$ cat config.mk
export PLATFORM = sky130hd
export DESIGN_NAME = err_shadow_status
export DESIGN_NICKNAME = d
export VERILOG_FILES = /design/src/rtl/esh_pkg.sv /design/src/rtl/esh_flag_bank.sv /design/src/rtl/esh_bus_decode.sv /design/src/rtl/err_shadow_status.sv
export SDC_FILE = /design/constraint.sdc
export NUM_CORES = 1
export LEC_CHECK = 0
export ABC_AREA = 1
export BUFFER_PORTS_ARGS = -buffer_cell sky130_fd_sc_hd__buf_4
export CORE_MARGIN = 5
export CORE_UTILIZATION = 55
export DETAILED_ROUTE_END_ITERATION = 8
export GPL_TIMING_DRIVEN = 1
export PLACE_DENSITY = 0.92
export SLEW_MARGIN = 20
export SYNTH_ARGS = -nofsm -noshare
export SYNTH_HDL_FRONTEND = slang
export SYNTH_HIERARCHICAL = 1
export SYNTH_SLANG_ARGS = --single-unit
$ cat constraint.sdc
create_clock -name clk -period 2.1 [get_ports clk]
set_input_delay 0.105 -clock clk [delete_from_list [all_inputs] [get_ports clk]]
set_output_delay 0.105 -clock clk [all_outputs]
set_load 0.05 [all_outputs]
$ cat src/rtl/esh_pkg.sv
package esh_pkg;
   // Largest data width the register bus of this group supports.
   localparam int unsigned MAX_DATA_W = 32;

   // Result of decoding a register access.
   typedef enum logic [1:0] {
      SEL_NONE   = 2'd0,
      SEL_STAT   = 2'd1,
      SEL_SHADOW = 2'd2
   } reg_sel_e;

   // True when a byte address sits on a word boundary for the given width.
   function automatic bit word_aligned(input int unsigned addr, input int unsigned data_w);
      return (addr % (data_w / 8)) == 0;
   endfunction
endpackage

$ cat src/rtl/esh_flag_bank.sv
// A bank of sticky flags with a per-bit clear mask; a set beats a clear.
module esh_flag_bank #(
   parameter int unsigned WIDTH = 32
) (
   input  logic             clk,
   input  logic             rst_n,
   input  logic [WIDTH-1:0] set_i,
   input  logic             clr_en_i,
   input  logic [WIDTH-1:0] clr_mask_i,
   output logic [WIDTH-1:0] flags_o
);
   logic [WIDTH-1:0] clr_vec;

   assign clr_vec = clr_en_i ? clr_mask_i : '0;

   for (genvar b = 0; b < WIDTH; b++) begin : g_bit
      logic flag_q;
      always_ff @(posedge clk) begin
         if (!rst_n) begin
            flag_q <= 1'b0;
         end else if (set_i[b]) begin
            flag_q <= 1'b1;
         end else if (clr_vec[b]) begin
            flag_q <= 1'b0;
         end
      end
      assign flags_o[b] = flag_q;
   end
endmodule

$ cat src/rtl/esh_bus_decode.sv
// Address decode, privilege gating of clears and combinational read mux.
module esh_bus_decode
   import esh_pkg::*;
#(
   parameter int unsigned ADDR_W      = 8,
   parameter int unsigned DATA_W      = 32,
   parameter int unsigned STAT_ADDR   = 'h18,
   parameter int unsigned SHADOW_ADDR = 'h3C
) (
   input  logic [ADDR_W-1:0] addr_i,
   input  logic              wr_en_i,
   input  logic              priv_i,
   input  logic [DATA_W-1:0] stat_flags_i,
   input  logic [DATA_W-1:0] shad_flags_i,
   output logic              stat_clr_o,
   output logic              shad_clr_o,
   output logic [DATA_W-1:0] rdata_o
);
   localparam logic [ADDR_W-1:0] STAT_A = ADDR_W'(STAT_ADDR);
   localparam logic [ADDR_W-1:0] SHAD_A = ADDR_W'(SHADOW_ADDR);

   reg_sel_e sel;
   logic     wr_ok;

   always_comb begin
      if (addr_i == STAT_A) begin
         sel = SEL_STAT;
      end else if (addr_i == SHAD_A) begin
         sel = SEL_SHADOW;
      end else begin
         sel = SEL_NONE;
      end
   end

   assign wr_ok      = wr_en_i && priv_i;
   assign stat_clr_o = wr_ok && (sel == SEL_STAT);
   assign shad_clr_o = wr_ok && (sel == SEL_SHADOW);

   always_comb begin
      unique case (sel)
         SEL_STAT:   rdata_o = stat_flags_i;
         SEL_SHADOW: rdata_o = shad_flags_i;
         default:    rdata_o = '0;
      endcase
   end
endmodule

$ cat src/rtl/err_shadow_status.sv
// Primary error status plus a shadow copy that survives system reset.
module err_shadow_status
   import esh_pkg::*;
#(
   parameter int unsigned ADDR_W      = 8,
   parameter int unsigned DATA_W      = 32,
   parameter int unsigned STAT_ADDR   = 'h18,
   parameter int unsigned SHADOW_ADDR = 'h3C
) (
   input  logic              clk,
   input  logic              por_n,
   input  logic              sys_rst_n,
   input  logic [ADDR_W-1:0] reg_addr,
   input  logic              reg_wr_en,
   input  logic [DATA_W-1:0] reg_wdata,
   input  logic              reg_priv,
   output logic [DATA_W-1:0] reg_rdata,
   input  logic [DATA_W-1:0] err_evt
);
   localparam longint unsigned ADDR_SPAN = 64'd1 << ADDR_W;

   // Elaboration-time parameter checks.
   if (DATA_W < 8 || DATA_W > MAX_DATA_W || (DATA_W % 8) != 0) begin : g_bad_width
      $error("err_shadow_status: DATA_W must be a multiple of 8 between 8 and %0d", MAX_DATA_W);
   end
   if (STAT_ADDR == SHADOW_ADDR) begin : g_bad_overlap
      $error("err_shadow_status: the two register addresses must differ");
   end
   if (longint'(STAT_ADDR) >= ADDR_SPAN || longint'(SHADOW_ADDR) >= ADDR_SPAN) begin : g_bad_range
      $error("err_shadow_status: a register address does not fit in ADDR_W bits");
   end
   if (!word_aligned(STAT_ADDR, DATA_W) || !word_aligned(SHADOW_ADDR, DATA_W)) begin : g_bad_align
      $error("err_shadow_status: register addresses must be word aligned");
   end

   logic [DATA_W-1:0] stat_q;
   logic [DATA_W-1:0] shad_q;
   logic              stat_clr;
   logic              shad_clr;
   logic              stat_rst_n;

   // Primary copy is reset by either source; shadow by power-on only.
   assign stat_rst_n = por_n && sys_rst_n;

   esh_bus_decode #(
      .ADDR_W      (ADDR_W),
      .DATA_W      (DATA_W),
      .STAT_ADDR   (STAT_ADDR),
      .SHADOW_ADDR (SHADOW_ADDR)
   ) u_dec (
      .addr_i       (reg_addr),
      .wr_en_i      (reg_wr_en),
      .priv_i       (reg_priv),
      .stat_flags_i (stat_q),
      .shad_flags_i (shad_q),
      .stat_clr_o   (stat_clr),
      .shad_clr_o   (shad_clr),
      .rdata_o      (reg_rdata)
   );

   esh_flag_bank #(.WIDTH(DATA_W)) u_stat (
      .clk        (clk),
      .rst_n      (stat_rst_n),
      .set_i      (err_evt),
      .clr_en_i   (stat_clr),
      .clr_mask_i (reg_wdata),
      .flags_o    (stat_q)
   );

   esh_flag_bank #(.WIDTH(DATA_W)) u_shad (
      .clk        (clk),
      .rst_n      (por_n),
      .set_i      (err_evt),
      .clr_en_i   (shad_clr),
      .clr_mask_i (reg_wdata),
      .flags_o    (shad_q)
   );
endmodule

==> reports/results.txt, run 1 <==
most common cell in the netlist: nand2_1
switch share: 24.1%
chip height: 93.9 um
Primary FF master, synth: dfxtp_1
Post-synth top cells: nand2_1, inv_1, buf_4
Post-synth ARST share: 0%
PostCTS Resize Cnt: 0
Clock Pin Slew Worst Setup and Hold Paths: 0.08 ns
Clock Tree Root: clkbuf_8
Num Clock Sinks: 64
Final WS setup: 0.719 ns
post-CTS setup buffers: 0
clock network fraction of design power: 41.3%
Worst EP required: 2.00 ns
synth unique cells: 16
Starting Density: 56.6%
Psw: 678 uW
CTS tree: built
All-Layer GR Usage: 20.3%
Syn Inst Count: 528
Flop pwr share: 47.4%
Remaining Overflow, GRT: 0
startpoint types: primary input
Hold Fails Final Rpt: 0
drc violations: 0
fin nets: 644
min-delay worst type: in2reg
antenna violations before repair: 0
number of synthesized flops with an enable pin: 0
critical path, cell by cell: buf_4 -> nand2_1 -> nor2_8 -> buf_4 -> nand3_1 -> nand2_1 -> buf_4
crit-path max cell delay: 0.40 ns
antenna cell count: 0
Yosys top cell area share: 33.1%
TNS Setup: 0 ns
Slew Limit Headroom: 70.3%
Clock Tree Buf Depth: 2
Die ar.: 0.00881 mm^2
top cell type by total area after synthesis: dfxtp_1
Syn Nets: 605
Initial DRC Count: 169
first-pass GRT wire length: 14300 um
FP Rows: 30
Pwr Density: 643 mW/mm^2
Max Freq: 0.724 GHz
Peak VDD IR: 0.000384 V
sequential share of the synthesized area: 33.1%
CP Class: in2out
CP max FO: 32
Pins Over Slew Limit: 0
Int Power: 2140 uW
antenna-violating nets left: 0
via/cell ratio: 4.94
H-tree depth: 3
cell mode on critical path: buf_4
wire length per cell: 13.3 um
power share of the combinational group: 11.3%
Area Overhead vs Synth: 13.2%
CP Capture Type: primary output
Chip Width: 93.9 um
final cycle utilization of the critical path: 65.8%
status: finished, final reports clean
slowest CP cell: buf_4
io pins: 109
Ys Warns: 6
routability cong.: 0.820
final WL: 8850 um
via count: 3292
top cells by area, synth: dfxtp_1, nand2_1, buf_4
worst skew pair latency: 0.32 ns
Slew @ Worst Pin: 0.446 ns
Final setup viols: 0
Buffers on Ports: 108
area of the core region: 0.00683 mm^2
Leak Pwr: 0.00219 uW
layout cells sized above 1: 33.3%
largest net degree at the start of global routing: 65
CTS hold repair buffers: 0
clock skew: 0 ns
unrepaired setup endpoints after global routing: false
CTS Buf Count: 9
Post-Syn Area per Cell: 7.32 um^2
dpl ws: 0.624 ns
number of global-route vias before repair: 3257
post-synthesis register bit count: 64
max cap viols: 0
HPWL after DPL: 6180 um
clock period minus worst slack: 1.38 ns
TritonRoute pass-1 iters: 4
WP data arrival: 1.28 ns
Syn Std Cell Area: 0.00387 mm^2
## path summary, 6_finish.rpt
path                                 from                 endpoint  slack, ns  depth (start not counted)
setup / recovery              reg_addr[2]             reg_rdata[1]       0.72                          7
hold / removal                 err_evt[7]   u_shad/g_bit[7].flag_q       0.02                          3
setup reg to reg  u_stat/g_bit[11].flag_q  u_stat/g_bit[11].flag_q       1.44                          2
hold reg to reg   u_shad/g_bit[29].flag_q  u_shad/g_bit[29].flag_q       0.46                          2
## power by group through the flow
stage          logic (uW)  registers (uW)  clock network [uW]
3_3_place_gp          304            1350                   0
3_5_place_dp          317            1360                   0
5_1_grt               353            1340                1240
2_1_floorplan         265            1340                   0
6_report              318            1330                1160
4_1_cts               318            1330                1180
## cell type report
cell class              count  area [um^2]
inverters                  73          274
multi-input cells         302         1590
fillers                   593         2450
well taps                  96          120
clock inverters             5         81.3
repair buffers            117          891
flip-flops and latches     64         1280
clock buffers              10          138
## per-stage QoR
step           cell area, um^2  hold WS, ns  util, %  std cells  total power [uW]
3_5_place_dp              4160        0.366     60.9        652              1680
6_report                  4380       0.0235     64.1        667              2810
4_1_cts                   4380      0.00568     64.1        667              2830
2_1_floorplan             3870        0.239        -        528              1610
5_1_grt                   4380       0.0116     64.1        667              2930
3_3_place_gp              4160        0.363     60.9        652              1660
## worst max-delay path: cells and delay by family
kind	cells	cell delay [ns]
buf+inv	3	0.69
simple gates	4	0.47
## flip-flops by register name, indices dropped and copies added, names as in the netlist
name,cells
u_shad/g_bit.flag_q,32
u_stat/g_bit.flag_q,32
## placed cells by master, fill, tap and decap left out, types with 2 or more instances in the layout
| cell type | Yosys | routed |
|---|---|---|
| nor2_2 | 1 | 2 |
| dfxtp_1 | 64 | 64 |
| bufinv_16 | 0 | 2 |
| a21oi_1 | 52 | 52 |
| clkbuf_8 | 0 | 10 |
| nand3_1 | 24 | 24 |
| nor2_8 | 2 | 2 |
| nand2_1 | 168 | 168 |
| inv_1 | 73 | 73 |
| buf_4 | 66 | 116 |
| nand3_2 | 40 | 40 |
| a21oi_2 | 12 | 12 |
## cells by family after synthesis
group                  after synthesis  synth area share, %
flip-flops                          64                 33.1
AND/OR/NAND/NOR                    238                 31.4
AO/OA/AOI/OAI                       64                 9.45
buffers and inverters              162                 26.0
## metal layers
metal,GRT usage [%],part of all wire [%],vias to the layer above
li1,-,-,1636
met1,24.7,42,1513
met5,0,0,-
met2,34.1,48,127
met4,9.51,1.6,0
met3,4.33,7.7,16
No activity file was read; power rests on OpenSTA's default activity.
==> run 2: changes to the inputs <==
Settings changed: CORE_UTILIZATION 55 to 48, PLACE_DENSITY 0.92 to 0.85.
Clock period 2.1 ns to 1.2 ns, I/O delays scaled along.
==> run 2 against run 1 <==
- setup slack worse by 0.71 ns
- critical path depth is 2 higher
- register-to-register slack got worse by 0.94 ns
- total power is 85% higher
- sequential share of layout area down 5.4 points
- die area increased by 13%
- highest routed layer unchanged
- wire length grew 26%
- critical path type unchanged
- final area is 23% higher
- combinational power up 140%
- global-route usage increased by 0.15 points
- largest power group unchanged
- core utilization up 4.6 points
==> reports/results.txt, run 2 (synthesis gave the netlist of run 1 again) <==
number of global-route vias before repair: 3720
Max Freq: 0.839 GHz
FP Rows: 32
hold_sp: reg_wdata[9]
unrepaired setup endpoints after global routing: true
reg2reg path depth: 2
final WL: 11100 um
Buffers on Ports: 108
chip height: 99.8 um
Peak VDD IR: 0.000718 V
clock skew: 0 ns
most common cell after layout, fill and taps aside: nand2_1
Hold Fails Final Rpt: 0
routability cong.: 0.802
CP max FO: 7
Reg area: 0.00128 mm^2
drc violations: 0
multi-input logic area: 0.00165 mm^2
min-delay worst type: in2reg
antenna cell count: 0
final cycle utilization of the critical path: 99.3%
fillers: 588
wire length per cell: 15.0 um
Clock Pin Slew Worst Setup and Hold Paths: 0.07 ns
Area Overhead vs Synth: 38.7%
Chip Width: 99.8 um
Starting Density: 49.5%
Core Util, Final: 68.7%
antenna-violating nets left: 0
cell mode on critical path: buf_6
Tot Pwr: 5200 uW
flop2flop setup slack: 0.50 ns
Slew @ Worst Pin: 0.242 ns
via count: 3656
most frequent cells in the layout: nand2_1, buf_4, inv_1
max cap viols: 0
HPWL after DPL: 6550 um
H-tree depth: 3
Worst EP required: 1.14 ns
clock period minus worst slack: 1.19 ns
Initial DRC Count: 230
largest net degree at the start of global routing: 32
Die ar.: 0.00995 mm^2
CP Class: in2out
via/cell ratio: 4.93
CTS Buf Count: 9
All-Layer GR Usage: 20.5%
biggest regs: u_shad/g_bit.flag_q: 32 flops, u_stat/g_bit.flag_q: 32 flops
Clock Tree Root: clkbuf_8
Pwr Density: 970 mW/mm^2
worst skew pair latency: 0.32 ns
Slew Limit Headroom: 83.9%
antenna violations before repair: 0
Hold Path Cell Cnt: 4
CP Capture Type: primary output
CTS tree: built
Remaining Overflow, GRT: 0
startpoint types: primary input
Final setup viols: 0
Leak Pwr: 0.00256 uW
Clock Tree Buf Depth: 2
area of the core region: 0.00781 mm^2
crit-path max cell delay: 0.18 ns
layout cells sized above 1: 34.4%
slowest CP cell: buf_6
Post-Layout Inst Area: 0.00536 mm^2
Area after DPL: 0.00425 mm^2
TritonRoute pass-1 iters: 5
Setup crit start: reg_addr[7]
fin nets: 712
Num Clock Sinks: 64
WP data arrival: 1.13 ns
RR Startpoint: u_stat/g_bit[2].flag_q
critical path, cell by cell: buf_4 -> inv_2 -> nand2_2 -> nor2_4 -> buf_6 -> clkbuf_16 -> nand3_2 -> nand2_1 -> buf_6
io pins: 109
Pins Over Slew Limit: 0
status: finished, final reports clean
first-pass GRT wire length: 16600 um
[run 2: area by class of cell]
type	instances	share of cell area (%)
inverters	73	5.11
repair buffers	185	33.8
flip-flops and latches	64	23.9
clock inverters	3	1.21
multi-input cells	302	30.7
clock buffers	12	2.89
well taps	102	2.38
[run 2: what timing repair did]
item	in CTS	in global routing
endpoints found under the hold margin	62	0
hold buffers	52	0
buffers inserted	3	1
resized for setup	13	32
gates cloned	2	6
pin swaps	1	10
endpoints found under the setup margin	2	29
[run 2: critical path: cells and delay by family]
family        cells  cell delay (ns)
buf+inv           5             0.68
simple gates      4             0.39
[run 2: report_power, final]
part | switching, uW | internal, uW
logic | 349 | 427
clock network | 820 | 1270
registers | 81.4 | 2250
[run 2: per-layer routing]
metal	GRT usage, %	vias to the layer above	wire (um)
li1	-	1773	-
met1	24.4	1688	4340
met2	36.0	168	5800
met3	3.79	27	788
met4	8.19	0	217
met5	0	-	0
[run 2: through the flow]
| stage | setup TNS (ns) | hold WS (ns) | setup slack (ns) | std cells |
|---|---|---|---|---|
| floorplan | 0 | 0.194 | 0.0372 | 528 |
| global placement | -1.26 | 0.319 | -0.0364 | 662 |
| detailed placement | -2.27 | 0.322 | -0.0666 | 662 |
| CTS | 0 | 0.00213 | 0.00807 | 734 |
| global route | -0.180 | 0.0144 | -0.0423 | 741 |
| finish | 0 | 0.0166 | 0.00879 | 741 |
[run 2: worst paths after layout]
kind,to
setup reg to reg,u_stat/g_bit[2].flag_q
setup / recovery,reg_rdata[27]
hold / removal,u_stat/g_bit[9].flag_q
hold reg to reg,u_shad/g_bit[26].flag_q
==> run 3: changes to the inputs <==
Settings changed: PLACE_DENSITY 0.85 to 0.82.
==> run 3 against run 2 <==
- wire length decreased by 1.3%
- total power decreased by 0.62%
- combinational power grew 2%
- final cell count rose by 1.2%
- sequential power is essentially flat
- critical path type unchanged
==> reports/results.txt, run 3 (synthesis gave the netlist of run 1 again) <==
status: finished, final reports clean
Area Overhead vs Synth: 38.9%
via count: 3648
CP Class: in2out
crit-path max cell delay: 0.20 ns
TNS Setup: 0 ns
Worst EP required: 1.14 ns
antenna cell count: 0
chip height: 99.8 um
Remaining Overflow, GRT: 0
Die ar.: 0.00995 mm^2
clock skew: 0 ns
Num Clock Sinks: 64
io pins: 109
most frequent cells in the layout: nand2_1, buf_4, inv_1
Hold Fails Final Rpt: 0
largest net degree at the start of global routing: 33
CTS tree: built
fin cells: 750
min-delay worst type: in2reg
Final setup viols: 0
CP Capture Type: primary output
startpoint types: primary input
first-pass GRT wire length: 16800 um
antenna-violating nets left: 0
layout cells sized above 1: 31.8%
antenna violations before repair: 0
Max Freq: 0.871 GHz
CP max FO: 8
Clock Tree Root: clkbuf_8
fin nets: 720
Clock Pin Slew Worst Setup and Hold Paths: 0.07 ns
Chip Width: 99.8 um
area of the core region: 0.00781 mm^2
Pins Over Slew Limit: 0
biggest regs: u_shad/g_bit.flag_q: 32 flops, u_stat/g_bit.flag_q: 32 flops
routability cong.: 0.825
Cells after DPL: 664
CTS Buf Count: 9
Buffers on Ports: 108
worst skew pair latency: 0.34 ns
delay-heaviest family, CP: buffers and inverters
wire length per cell: 14.7 um
Leak Pwr: 0.00258 uW
Worst Path Buf+Inv: 5
final cycle utilization of the critical path: 95.7%
H-tree depth: 3
clock period minus worst slack: 1.15 ns
FP Rows: 32
TritonRoute pass-1 iters: 4
number of global-route vias before repair: 3811
via/cell ratio: 4.86
most common cell after layout, fill and taps aside: nand2_1
Clock Tree Buf Depth: 2
HPWL after DPL: 6420 um
Initial DRC Count: 200
Slew @ Worst Pin: 0.246 ns
final WL: 11000 um
Peak VDD IR: 0.000666 V
Starting Density: 49.5%
All-Layer GR Usage: 20.9%
drc violations: 0
Core Util, Final: 68.8%
slowest CP cell: buf_4
critical path, cell by cell: buf_4 -> inv_1 -> nand2_1 -> nor2_4 -> buf_12 -> clkbuf_16 -> nand3_1 -> nand2_1 -> buf_4
WP data arrival: 1.09 ns
max cap viols: 0
Pwr Density: 962 mW/mm^2
Slew Limit Headroom: 83.6%
[run 3: changes by cell type in the layout (fill, tap and decap cells not counted), sizes merged]
cell | before | now
clkinvlp | 0 | 1
clkbuf | 17 | 13
buf | 128 | 126
clkinv | 1 | 3
dlygate4sd3 | 52 | 64
[run 3: path summary, 6_finish.rpt]
check	depth (start not counted)	slack (ns)	end	startpoint
worst max-delay path	9	0.05	reg_rdata[9]	reg_addr[1]
worst max register to register	2	0.58	u_stat/g_bit[1].flag_q	u_stat/g_bit[1].flag_q
worst min register to register	2	0.46	u_shad/g_bit[2].flag_q	u_shad/g_bit[2].flag_q
worst min-delay path	4	0.18	u_shad/g_bit[28].flag_q	por_n
[run 3: worst register-to-register path, cell delays in order (launching register included)]
cell     delay (ns)
dfxtp_1        0.35
nand2_1        0.07
a21oi_1        0.13
[run 3: cell type report]
class	instances	area (um^2)
fill	573	2440
sequential	64	1280
clock buffer	10	138
inverter	73	274
multi-input combinational	302	1600
timing repair buffer	193	1860
clock inverter	6	82.6
tap	102	128
[run 3: where the power goes]
part	switching, uW	total (uW)	internal, uW
combinational	347	792	444
sequential	78.8	2330	2250
clock	830	2050	1210
[run 3: routing by layer]
metal	share of wire, %	global-route usage, %	routed length (um)	vias up
met3	6.8	4.00	746	29
met5	0	0	0	-
met2	52	38.3	5750	155
met1	39	22.8	4250	1672
li1	-	-	-	1792
met4	2.3	9.98	253	0
[run 3: what timing repair did]
item                       4_1_cts  5_1_grt
buffers inserted                 0        2
setup endpoints to repair       11       31
pin swaps                        0        3
hold buffers                    64        0
gates cloned                     0        4
gates resized for setup          1       25
hold endpoints to repair        64        0
[run 3: stage by stage]
step | worst slack, ns | total power, uW | hold slack (ns) | area, um^2
5_1_grt | -0.0206 | 5390 | 0.176 | 5370
2_1_floorplan | 0.0372 | 2810 | 0.194 | 3880
3_3_place_gp | -0.00546 | 2930 | 0.318 | 4300
4_1_cts | 0.0151 | 5180 | 0.163 | 5170
3_5_place_dp | -0.0372 | 2960 | 0.325 | 4300
6_report | 0.0519 | 5170 | 0.179 | 5370
